==> src/rtl/pcnt_pkg.sv <==
package pcnt_pkg;
   // word index of a register inside a slot
   typedef enum logic [2:0] {
      OFF_HI   = 3'd0,
      OFF_LO   = 3'd1,
      OFF_RSVD = 3'd2,
      OFF_RUN  = 3'd3,
      OFF_MODE = 3'd4
   } pcnt_off_e;

   localparam int unsigned WORD_W  = 32;
   localparam int unsigned FULL_W  = 63;
endpackage

==> src/rtl/pcnt_modereg.sv <==
module pcnt_modereg #(
   parameter int unsigned NCPU = 2
) (
   input  logic            clk,
   input  logic            rst_n,
   input  logic            wr_en,
   input  logic [NCPU-1:0] wdata,
   output logic [NCPU-1:0] mode_q,
   output logic [NCPU-1:0] to_user,
   output logic [NCPU-1:0] to_cnt
);
   // one-cycle switch requests, valid in the cycle of the write
   always_comb begin
      to_user = '0;
      to_cnt  = '0;
      if (wr_en) begin
         to_user = wdata & ~mode_q;
         to_cnt  = ~wdata & mode_q;
      end
   end

   always_ff @(posedge clk or negedge rst_n) begin
      if (!rst_n)     mode_q <= '0;
      else if (wr_en) mode_q <= wdata;
   end
endmodule

==> src/rtl/pcnt_channel.sv <==
module pcnt_channel
   import pcnt_pkg::*;
#(
   parameter int unsigned FRAC      = 9,
   parameter bit          SHADOW_EN = 1'b1
) (
   input  logic        clk,
   input  logic        rst_n,
   input  logic        tick,
   input  logic        user_mode,
   input  logic        to_user,
   input  logic        to_cnt,
   input  logic        wr_en,
   input  logic        rd_en,
   input  pcnt_off_e   off,
   input  logic [31:0] wdata,
   output logic [31:0] rdata,
   output logic        irq,
   output logic        running
);
   localparam int unsigned USER_W = FULL_W - FRAC;   // count units in user mode
   localparam int unsigned CNT_W  = 31 - FRAC;       // count units in counter mode
   localparam int unsigned LO_W   = WORD_W - FRAC;   // units held by the low word

   logic [USER_W-1:0] cnt;
   logic [CNT_W-1:0]  lim;
   logic              reached;
   logic              irq_q;
   logic              run_q;
   logic [31:0]       hi_live;
   logic [31:0]       hi_word;
   logic              switching;

   assign switching = to_user | to_cnt;
   assign hi_live   = {reached, cnt[USER_W-1:LO_W]};

   always_ff @(posedge clk or negedge rst_n) begin
      if (!rst_n) begin
         cnt     <= '0;
         lim     <= '0;
         reached <= 1'b0;
         irq_q   <= 1'b0;
         run_q   <= 1'b0;
      end else if (switching) begin
         // stop, clear, restart in the new personality
         cnt     <= '0;
         reached <= 1'b0;
         irq_q   <= 1'b0;
         run_q   <= 1'b0;
         if (to_cnt) lim <= '0;
      end else if (wr_en) begin
         if (user_mode) begin
            case (off)
               OFF_HI: begin
                  cnt[USER_W-1:LO_W] <= wdata[30:0];
                  reached            <= 1'b0;
               end
               OFF_LO: begin
                  cnt[LO_W-1:0] <= wdata[31:FRAC];
                  reached       <= 1'b0;
               end
               OFF_RUN: run_q <= wdata[0];
               default: ;
            endcase
         end else if (off == OFF_HI) begin
            lim     <= wdata[30:FRAC];
            cnt     <= '0;
            reached <= 1'b0;
            irq_q   <= 1'b0;
         end
      end else begin
         if (rd_en && !user_mode && off == OFF_HI) begin
            reached <= 1'b0;
            irq_q   <= 1'b0;
         end
         // a tick in the same cycle takes precedence over the acknowledge
         if (tick) begin
            if (user_mode) begin
               if (run_q) begin
                  cnt <= cnt + 1'b1;
                  if (&cnt) reached <= 1'b1;
               end
            end else if (lim != '0 && cnt[CNT_W-1:0] == lim - 1'b1) begin
               cnt     <= '0;
               reached <= 1'b1;
               irq_q   <= 1'b1;
            end else if (&cnt[CNT_W-1:0]) begin
               cnt <= '0;
            end else begin
               cnt <= cnt + 1'b1;
            end
         end
      end
   end

   generate
      if (SHADOW_EN) begin : g_shadow
         logic [31:0] sh_q;
         logic        shv_q;
         always_ff @(posedge clk or negedge rst_n) begin
            if (!rst_n) begin
               sh_q  <= '0;
               shv_q <= 1'b0;
            end else if (switching) begin
               shv_q <= 1'b0;
            end else if (rd_en && user_mode && off == OFF_LO) begin
               sh_q  <= hi_live;
               shv_q <= 1'b1;
            end else if (rd_en && user_mode && off == OFF_HI) begin
               shv_q <= 1'b0;
            end
         end
         assign hi_word = shv_q ? sh_q : hi_live;
      end else begin : g_live
         assign hi_word = hi_live;
      end
   endgenerate

   always_comb begin
      rdata = '0;
      case (off)
         OFF_HI:  rdata = user_mode ? hi_word : {1'b0, lim, {FRAC{1'b0}}};
         OFF_LO:  rdata = user_mode ? {cnt[LO_W-1:0], {FRAC{1'b0}}}
                                    : {reached, cnt[CNT_W-1:0], {FRAC{1'b0}}};
         OFF_RUN: rdata = {31'b0, running};
         default: rdata = '0;
      endcase
   end

   assign running = user_mode ? run_q : 1'b1;
   assign irq     = irq_q;
endmodule

==> src/rtl/pcnt_array.sv <==
module pcnt_array
   import pcnt_pkg::*;
#(
   parameter int unsigned NCPU      = 2,
   parameter int unsigned FRAC      = 9,
   parameter bit          SHADOW_EN = 1'b1
) (
   input  logic            clk,
   input  logic            rst_n,
   input  logic            tick,
   input  logic [2:0]      bus_chan,
   input  logic [2:0]      bus_word,
   input  logic            bus_wr,
   input  logic            bus_rd,
   input  logic [31:0]     bus_wdata,
   output logic [31:0]     bus_rdata,
   output logic [NCPU-1:0] irq
);
   localparam int unsigned SLOTS = NCPU + 1;

   generate
      if (NCPU < 1 || NCPU > 4) begin : g_bad_ncpu
         $error("pcnt_array: NCPU must lie in 1..4");
      end
      if (FRAC < 1 || FRAC > 20) begin : g_bad_frac
         $error("pcnt_array: FRAC must lie in 1..20");
      end
      if (SLOTS > 8) begin : g_bad_slots
         $error("pcnt_array: slot select is three bits wide");
      end
   endgenerate

   pcnt_off_e       off;
   logic            mode_wr;
   logic [NCPU-1:0] mode_q;
   logic [NCPU-1:0] to_user;
   logic [NCPU-1:0] to_cnt;
   logic [NCPU-1:0] run_vec;
   logic [31:0]     ch_rdata [NCPU];

   assign off     = pcnt_off_e'(bus_word);
   assign mode_wr = bus_wr && bus_chan == 3'd0 && off == OFF_MODE;

   pcnt_modereg #(.NCPU(NCPU)) u_mode (
      .clk     (clk),
      .rst_n   (rst_n),
      .wr_en   (mode_wr),
      .wdata   (bus_wdata[NCPU-1:0]),
      .mode_q  (mode_q),
      .to_user (to_user),
      .to_cnt  (to_cnt)
   );

   generate
      for (genvar i = 0; i < NCPU; i++) begin : g_ch
         logic sel;
         assign sel = (bus_chan == 3'(i + 1));
         pcnt_channel #(.FRAC(FRAC), .SHADOW_EN(SHADOW_EN)) u_ch (
            .clk       (clk),
            .rst_n     (rst_n),
            .tick      (tick),
            .user_mode (mode_q[i]),
            .to_user   (to_user[i]),
            .to_cnt    (to_cnt[i]),
            .wr_en     (bus_wr & sel),
            .rd_en     (bus_rd & sel),
            .off       (off),
            .wdata     (bus_wdata),
            .rdata     (ch_rdata[i]),
            .irq       (irq[i]),
            .running   (run_vec[i])
         );
      end
   endgenerate

   always_comb begin
      bus_rdata = '0;
      if (bus_chan == 3'd0) begin
         if (off == OFF_MODE) bus_rdata[NCPU-1:0] = mode_q;
      end else begin
         for (int i = 0; i < NCPU; i++) begin
            if (bus_chan == 3'(i + 1)) bus_rdata = ch_rdata[i];
         end
      end
   end
endmodule

==> config.mk <==
export PLATFORM = sky130hd
export DESIGN_NAME = pcnt_array
export DESIGN_NICKNAME = d
export VERILOG_FILES = /design/src/rtl/pcnt_pkg.sv /design/src/rtl/pcnt_modereg.sv /design/src/rtl/pcnt_channel.sv /design/src/rtl/pcnt_array.sv
export SDC_FILE = /design/constraint.sdc
export NUM_CORES = 1
export LEC_CHECK = 0
export BUFFER_PORTS_ARGS = -buffer_cell sky130_fd_sc_hd__clkbuf_2
export CAP_MARGIN = 30
export CORE_MARGIN = 3
export CORE_UTILIZATION = 57
export CTS_CLUSTER_DIAMETER = 30
export DETAILED_ROUTE_END_ITERATION = 7
export PLACE_DENSITY_LB_ADDON = 0.3
export SLEW_MARGIN = 20
export SYNTH_ARGS = -nofsm -noshare
export SYNTH_HDL_FRONTEND = slang
export SYNTH_HIERARCHICAL = 1
export SYNTH_SLANG_ARGS = --single-unit
export TNS_END_PERCENT = 30
==> constraint.sdc <==
create_clock -name clk -period 2.83 [get_ports clk]
set_input_delay 0.1415 -clock clk [delete_from_list [all_inputs] [get_ports clk]]
set_output_delay 0.1415 -clock clk [all_outputs]
set_load 0.01 [all_outputs]
-- Word-level counts from Yosys, hierarchy flattened
Cells that the tools add are included.
- flip-flop bits (word level): 226
- output and inout port bits: 34
- input bits: 43
- logic and storage cells: 199
- equal/unequal tests: 23
- multiplexer cells: 92
- reductions and logical operators: 51
- $add $sub $neg: 4
- bitwise gates (word level): 12
- operators by type and width (kind ; number):
    2-to-1 mux 54 bit ; 17
    2-to-1 mux 32 bit ; 8
    2-to-1 mux 22 bit ; 9
    case mux 32 bit (3 select lines) ; 2
    adder 54 x 1 -> 54 bit (second input constant) ; 2
    AND reduction 54 bit ; 2
    2-to-1 mux 1 bit ; 49
    == test 22 bit ; 2
    AND reduction 22 bit ; 2
    nonzero test 22 bit ; 2
    subtractor 22 x 1 -> 22 bit (second input constant) ; 2
    2-to-1 mux 31 bit ; 1
    2-to-1 mux 30 bit ; 1
    inequality test 4 bit (second input constant) ; 6
    2-to-1 mux 23 bit ; 1
    AND reduction 4 bit ; 4
    nonzero test 2 bit ; 8
    logical AND 1 bit ; 14
    inequality test 3 bit (second input constant) ; 4
    AND reduction 2 bit ; 6
    AND reduction 3 bit ; 4
    nonzero test 3 bit ; 4
    2-to-1 mux 2 bit ; 4
    inequality test 4 x 1 -> 1 bit (second input constant) ; 2
    13 further kinds ; 26

-- Depth between registers and ports, before layout
- depth in word-level cells: 11
- depth in mapped cells: 14
- depth with buffers taken out: 12

-- By module
The synthesis kept the hierarchy.
- modules (own cells, without submodules) (module ; instances ; cells an instance ; area an instance (sq um) ; sequential area each (sq um)):
    pcnt_channel at g_ch[1].u_ch ; 1 ; 938 ; 8002.7 ; 2802.7
    pcnt_channel at g_ch[0].u_ch ; 1 ; 935 ; 7758.7 ; 2802.7
    pcnt_array ; 1 ; 91 ; 529.3 ; 0.0
    pcnt_modereg ; 1 ; 8 ; 112.6 ; 50.0

-- Least setup slack after synthesis
OpenSTA, ideal clock, no wires.
- kind: reg-to-reg
- from: register g_ch[1].u_ch.lim[0]
- to: register g_ch[1].u_ch.cnt[39]
- data required time: 2.709 ns
- period minus slack after synthesis: 3.091 ns
- path slack: -0.261 ns
- stages on the path, launching flop included: 13
- path buffers: 2
- setup time: 0.121 ns
- data arrival time: 2.970 ns
- cells stage by stage: dfrtp_1 -> buf_2 -> inv_1 -> ha_1 -> or4b_4 -> o21ai_2 -> or3b_1 -> a31o_1 -> and2_4 -> o41ai_4 -> buf_6 -> o31ai_2 -> a22o_1
- longest elaborated chain between the ends: 8
- elaborated cells between the ends (all ways): 9
- classes of those cells: add/sub: 1; eq/ne: 1; mux: 5; reduce/logical: 2
- RTL lines (element ; line ; RTL):
    start, declared ; pcnt_channel.sv:26 ; logic [CNT_W-1:0] lim;
    start signal, assigned ; pcnt_channel.sv:66 ; lim <= wdata[30:FRAC];
    subtractor 22 x 1 -> 22 bit ; pcnt_channel.sv:83 ; end else if (lim != '0 && cnt[CNT_W-1:0] == lim - 1'b1) begin
    == test 22 bit ; pcnt_channel.sv:83 ;
    logical AND 1 bit * ; pcnt_channel.sv:83 ;
    2-to-1 mux 54 bit * ; pcnt_channel.sv:83 ;
    2-to-1 mux 54 bit * ; pcnt_channel.sv:78 ; if (user_mode) begin
    2-to-1 mux 54 bit * ; pcnt_channel.sv:77 ; if (tick) begin
    2-to-1 mux 54 bit * ; pcnt_channel.sv:51 ; end else if (wr_en) begin
    2-to-1 mux 54 bit * ; pcnt_channel.sv:44 ; end else if (switching) begin
    end signal, assigned by index ; pcnt_channel.sv:55 ; cnt[USER_W-1:LO_W] <= wdata[30:0];
    end signal, assigned by index ; pcnt_channel.sv:59 ; cnt[LO_W-1:0] <= wdata[31:FRAC];
    end signal, assigned ; pcnt_channel.sv:80 ; cnt <= cnt + 1'b1;
    end, declared ; pcnt_channel.sv:25 ; logic [USER_W-1:0] cnt;
Mark *: on every way between the ends. The rest lies on a longest branch, timed or not. The select of a mux whose other input is x is not followed.
A chain may end at the register's enable or synchronous reset.

-- Worst setup path after layout
Same ends and word-level chain as after synthesis.

==> results.sh <==
export IMPL_outcome="finished, violations left"
export IMPL_violations="setup timing"
export IMPL_vias=19040
export IMPL_hold_slack_ps=27.78
export IMPL_syn_inst=1972
export IMPL_area_growth_pct=34.71
export IMPL_critPathKind="reg2reg"
export IMPL_maxSlewHeadroom=0.4866
export IMPL_h_tree_depth=3
export IMPL_worstPathCellList="inv_2, ha_4, or4b_4, o21ai_2, or3b_1, a31o_1, and2_4, o41ai_4, buf_6, buf_12, buf_16, o31ai_2, a22o_1"
export IMPL_grt_pass1_vias=17830
export IMPL_r2r_start="g_ch[1].u_ch/lim[0]$_DFFE_PN0P_"
export IMPL_yosys_most_used_dff="dfrtp_1"
export IMPL_ant_nets=0
export IMPL_r2r_end="g_ch[1].u_ch/cnt[39]$_DFFE_PN0P_"
export IMPL_syn_nets=2019
export IMPL_grt_use_met1=0.5879
export IMPL_fmax_mhz=318.6
export IMPL_drive_above_1_share=0.2858
export IMPL_drc_errors=0
export IMPL_ios=77
export IMPL_clockBufferDepth=3
export IMPL_die_y_um=175.6
export IMPL_fin_skew_ps=27.30
export IMPL_p_per_area_nw_per_um2=711.5
export IMPL_avgSynthCellArea_um2=8.318
export IMPL_grt_start_max_net_pins=86
export IMPL_crit_fanout=8
export IMPL_post_drt_wl_per_cell_um=25.97
export IMPL_fin_ws_ps=-308.8
export IMPL_drt_total_wl_mm=69.27
export IMPL_r2r_slack_ps=-310
export IMPL_ff2ff_path_depth=13
export IMPL_cts_buffers=67
export IMPL_core_um2=28090
export IMPL_clk_pin_slew_worst_paths_ps=50
export IMPL_netlist_area_um2=16400
export IMPL_critPathCaptureType="flip-flop"
export IMPL_finalSetupViolations=59
export IMPL_avgViaCountPerCell=7.139
export IMPL_slowest_stage="or4b_4"
export IMPL_final_nets=2281
export IMPL_slowest_delay_ps=490
export IMPL_synth_warnings=6
export IMPL_worstMarginPinSlew_ps=770.1
export IMPL_dieArea_um2=30850
export IMPL_clock_sinks=226
export IMPL_use_met3=0.1234
export IMPL_groute_usage_overall=0.4301
export IMPL_critPathLaunchType="flip-flop"
export IMPL_insertion_delay_ps=560
export IMPL_rsz0062_at_grt="true"
export IMPL_hold_violations=0
export IMPL_async_flop_share=1.000
export IMPL_min_path_type="in2reg"
export IMPL_start_util=0.5840
export IMPL_maxCapViolCount=0
export IMPL_synth_seq_area_share=0.3448
export IMPL_utilization=0.7867
export IMPL_leakagePower_nw=9.615
export IMPL_multi_input_area_um2=10460
export IMPL_seqCellArea_um2=5658
export IMPL_io_buffers=76
export IMPL_yosys_register_bits=226
export IMPL_die_w_um=175.6
export IMPL_busiest_layer="met2"
export IMPL_crit_start="g_ch[1].u_ch/lim[0]$_DFFE_PN0P_"
export IMPL_cts_root_buf="clkbuf_16"
export IMPL_endpoint="g_ch[1].u_ch/cnt[39]$_DFFE_PN0P_"
export IMPL_gp_congestion=1.019
export IMPL_dp_worst_setup_slack_ps=-355.6
export IMPL_antenna_found_initial=1
export IMPL_met2_usage=0.6110
export IMPL_drv_slew=0
export IMPL_synth_enable_flop_cells=0
export IMPL_irDropWorstVdd_uv=825.6
export IMPL_dpl_hpwl_mm=47.05
export IMPL_fillers=1875
export IMPL_drt_iter0_markers=2877
export IMPL_critical_path_arrival_ps=3580
export IMPL_period_minus_slack_ps=3139
export IMPL_crit_required_ps=3270
export IMPL_row_count=61
export IMPL_drt_pass1_iterations=7
export IMPL_setup_tns_ps=-9404
export IMPL_tritoncts="built"
export IMPL_grt_ovfl_total=0
export IMPL_grt_pass1_wl_mm=103.3
export IMPL_yosys_cell_types_count=92
export IMPL_finalPower_mw=15.72
export IMPL_finalCritPeriodShare=1.109
[where the power goes]
part	internal [mW]	total, mW	switching, mW
Combinational	1.79	4.27	2.48
Clock	5.06	7.29	2.23
Sequential	3.64	4.16	0.518
[layout make-up]
type / count / area share
Antenna cell: 1 / 0.0001133
Clock buffer: 94 / 0.08686
Clock inverter: 29 / 0.01359
Inverter: 53 / 0.009003
Multi-Input combinational cell: 1519 / 0.4733
Sequential cell: 226 / 0.2561
Tap cell: 378 / 0.02140
Timing Repair Buffer: 367 / 0.1397
[through the flow]
step                cells  instance area (um^2)
CTS                  2653                 21510
floorplan            1972                 16430
detailed placement   2500                 18710
finish               2667                 22100
global route         2666                 22090
global placement     2500                 18710
[metal layers]
layer  up-vias  share of wire
met4         0          0.069
met1      9112           0.37
met2      1614           0.41
li1       7955              -
met3       358           0.15
met5         -              0
[how the worst min path moves through the flow]
stage / from / end / slack [ps] / depth (start not counted)
floorplan: rst_n / g_ch[0].u_ch/cnt[0]$_DFFE_PN0P_ / -150 / 0
global placement: rst_n / g_ch[0].u_ch/lim[2]$_DFFE_PN0P_ / 180 / 1
detailed placement: rst_n / g_ch[0].u_ch/lim[7]$_DFFE_PN0P_ / 180 / 1
CTS: bus_wdata[29] / g_ch[1].u_ch/lim[20]$_DFFE_PN0P_ / 3 / 2
global route: bus_wdata[29] / g_ch[1].u_ch/lim[20]$_DFFE_PN0P_ / 9 / 2
finish: bus_wdata[6] / g_ch[0].u_ch/cnt[29]$_DFFE_PN0P_ / 30 / 4
[synthesized netlist by cell type (15+ instances only)]
library cell	count	share of area
mux2_2	50	0.034
dfrtp_1	226	0.34
clkbuf_1	129	0.030
buf_2	21	0.0064
inv_1	52	0.012
a21oi_1	116	0.035
xor2_1	15	0.0080
a21o_1	17	0.0078
a22o_1	51	0.027
a31oi_1	47	0.018
o32ai_1	17	0.0091
a22oi_1	70	0.032
and3_1	42	0.016
nand2_1	169	0.039
a221o_1	26	0.016
and2_1	16	0.0061
o21ai_0	95	0.029
mux2i_1	77	0.047
nor2_1	198	0.045
o31ai_1	29	0.013
nand3_1	66	0.020
nand4_1	36	0.014
and4_1	15	0.0080
nand3b_1	15	0.0069
o211ai_1	16	0.0073
nor3_1	62	0.019
nor4_1	29	0.011
xnor2_1	36	0.019
[logic make-up after synthesis]
group,synth area share
simple gates,0.2369
compound gates,0.2486
buf+inv,0.05721
flops,0.3448
mux,0.08223
xor+xnor,0.02723
fa+ha+maj,0.003051
[registers in the layout, indices dropped and copies added, names as in the netlist]
name,count
g_ch.u_ch/irq,2
g_ch.u_ch/lim,44
g_ch.u_ch/reached,2
g_ch.u_ch/g_shadow.shv_q,2
u_mode/mode_q,2
g_ch.u_ch/run_q,2
g_ch.u_ch/g_shadow.sh_q,64
g_ch.u_ch/cnt,108
[worst max-delay path: cells and delay by family, from the launching register on]
kind / cells / cell delay [ps]
adders and majority gates: 1 / 130
and+or+nand+nor: 3 / 1010
buffers and inverters: 4 / 510
AOI/OAI and AO/OA: 5 / 1000
DFF: 1 / 380
[placed cells by master (no fill, tap or decap), types with 18 or more instances in the layout]
master	n
dfrtp_1	224
buf_12	22
clkbuf_16	71
nor4_1	21
a31oi_1	41
a221o_1	26
o21ai_0	77
o31ai_1	27
mux2i_1	77
dlygate4sd3_1	18
and3_1	41
buf_4	228
nand2_1	165
xnor2_1	36
nand3_1	62
a22oi_1	61
nor3_1	58
nor2_1	185
a22o_1	51
clkbuf_2	75
mux2_2	50
inv_1	50
a21oi_1	103
nand4_1	36
[repair_timing]
item / 4_1_cts / 5_1_grt
hold buffers: 18 / 0
resized for setup: 69 / 88
buffers inserted: 9 / 10
cloned: 3 / 3
setup endpoints to repair: 74 / 125
pin swaps: 43 / 31
endpoints found under the hold margin: 105 / 0
No activity file was read; power rests on OpenSTA's default activity.
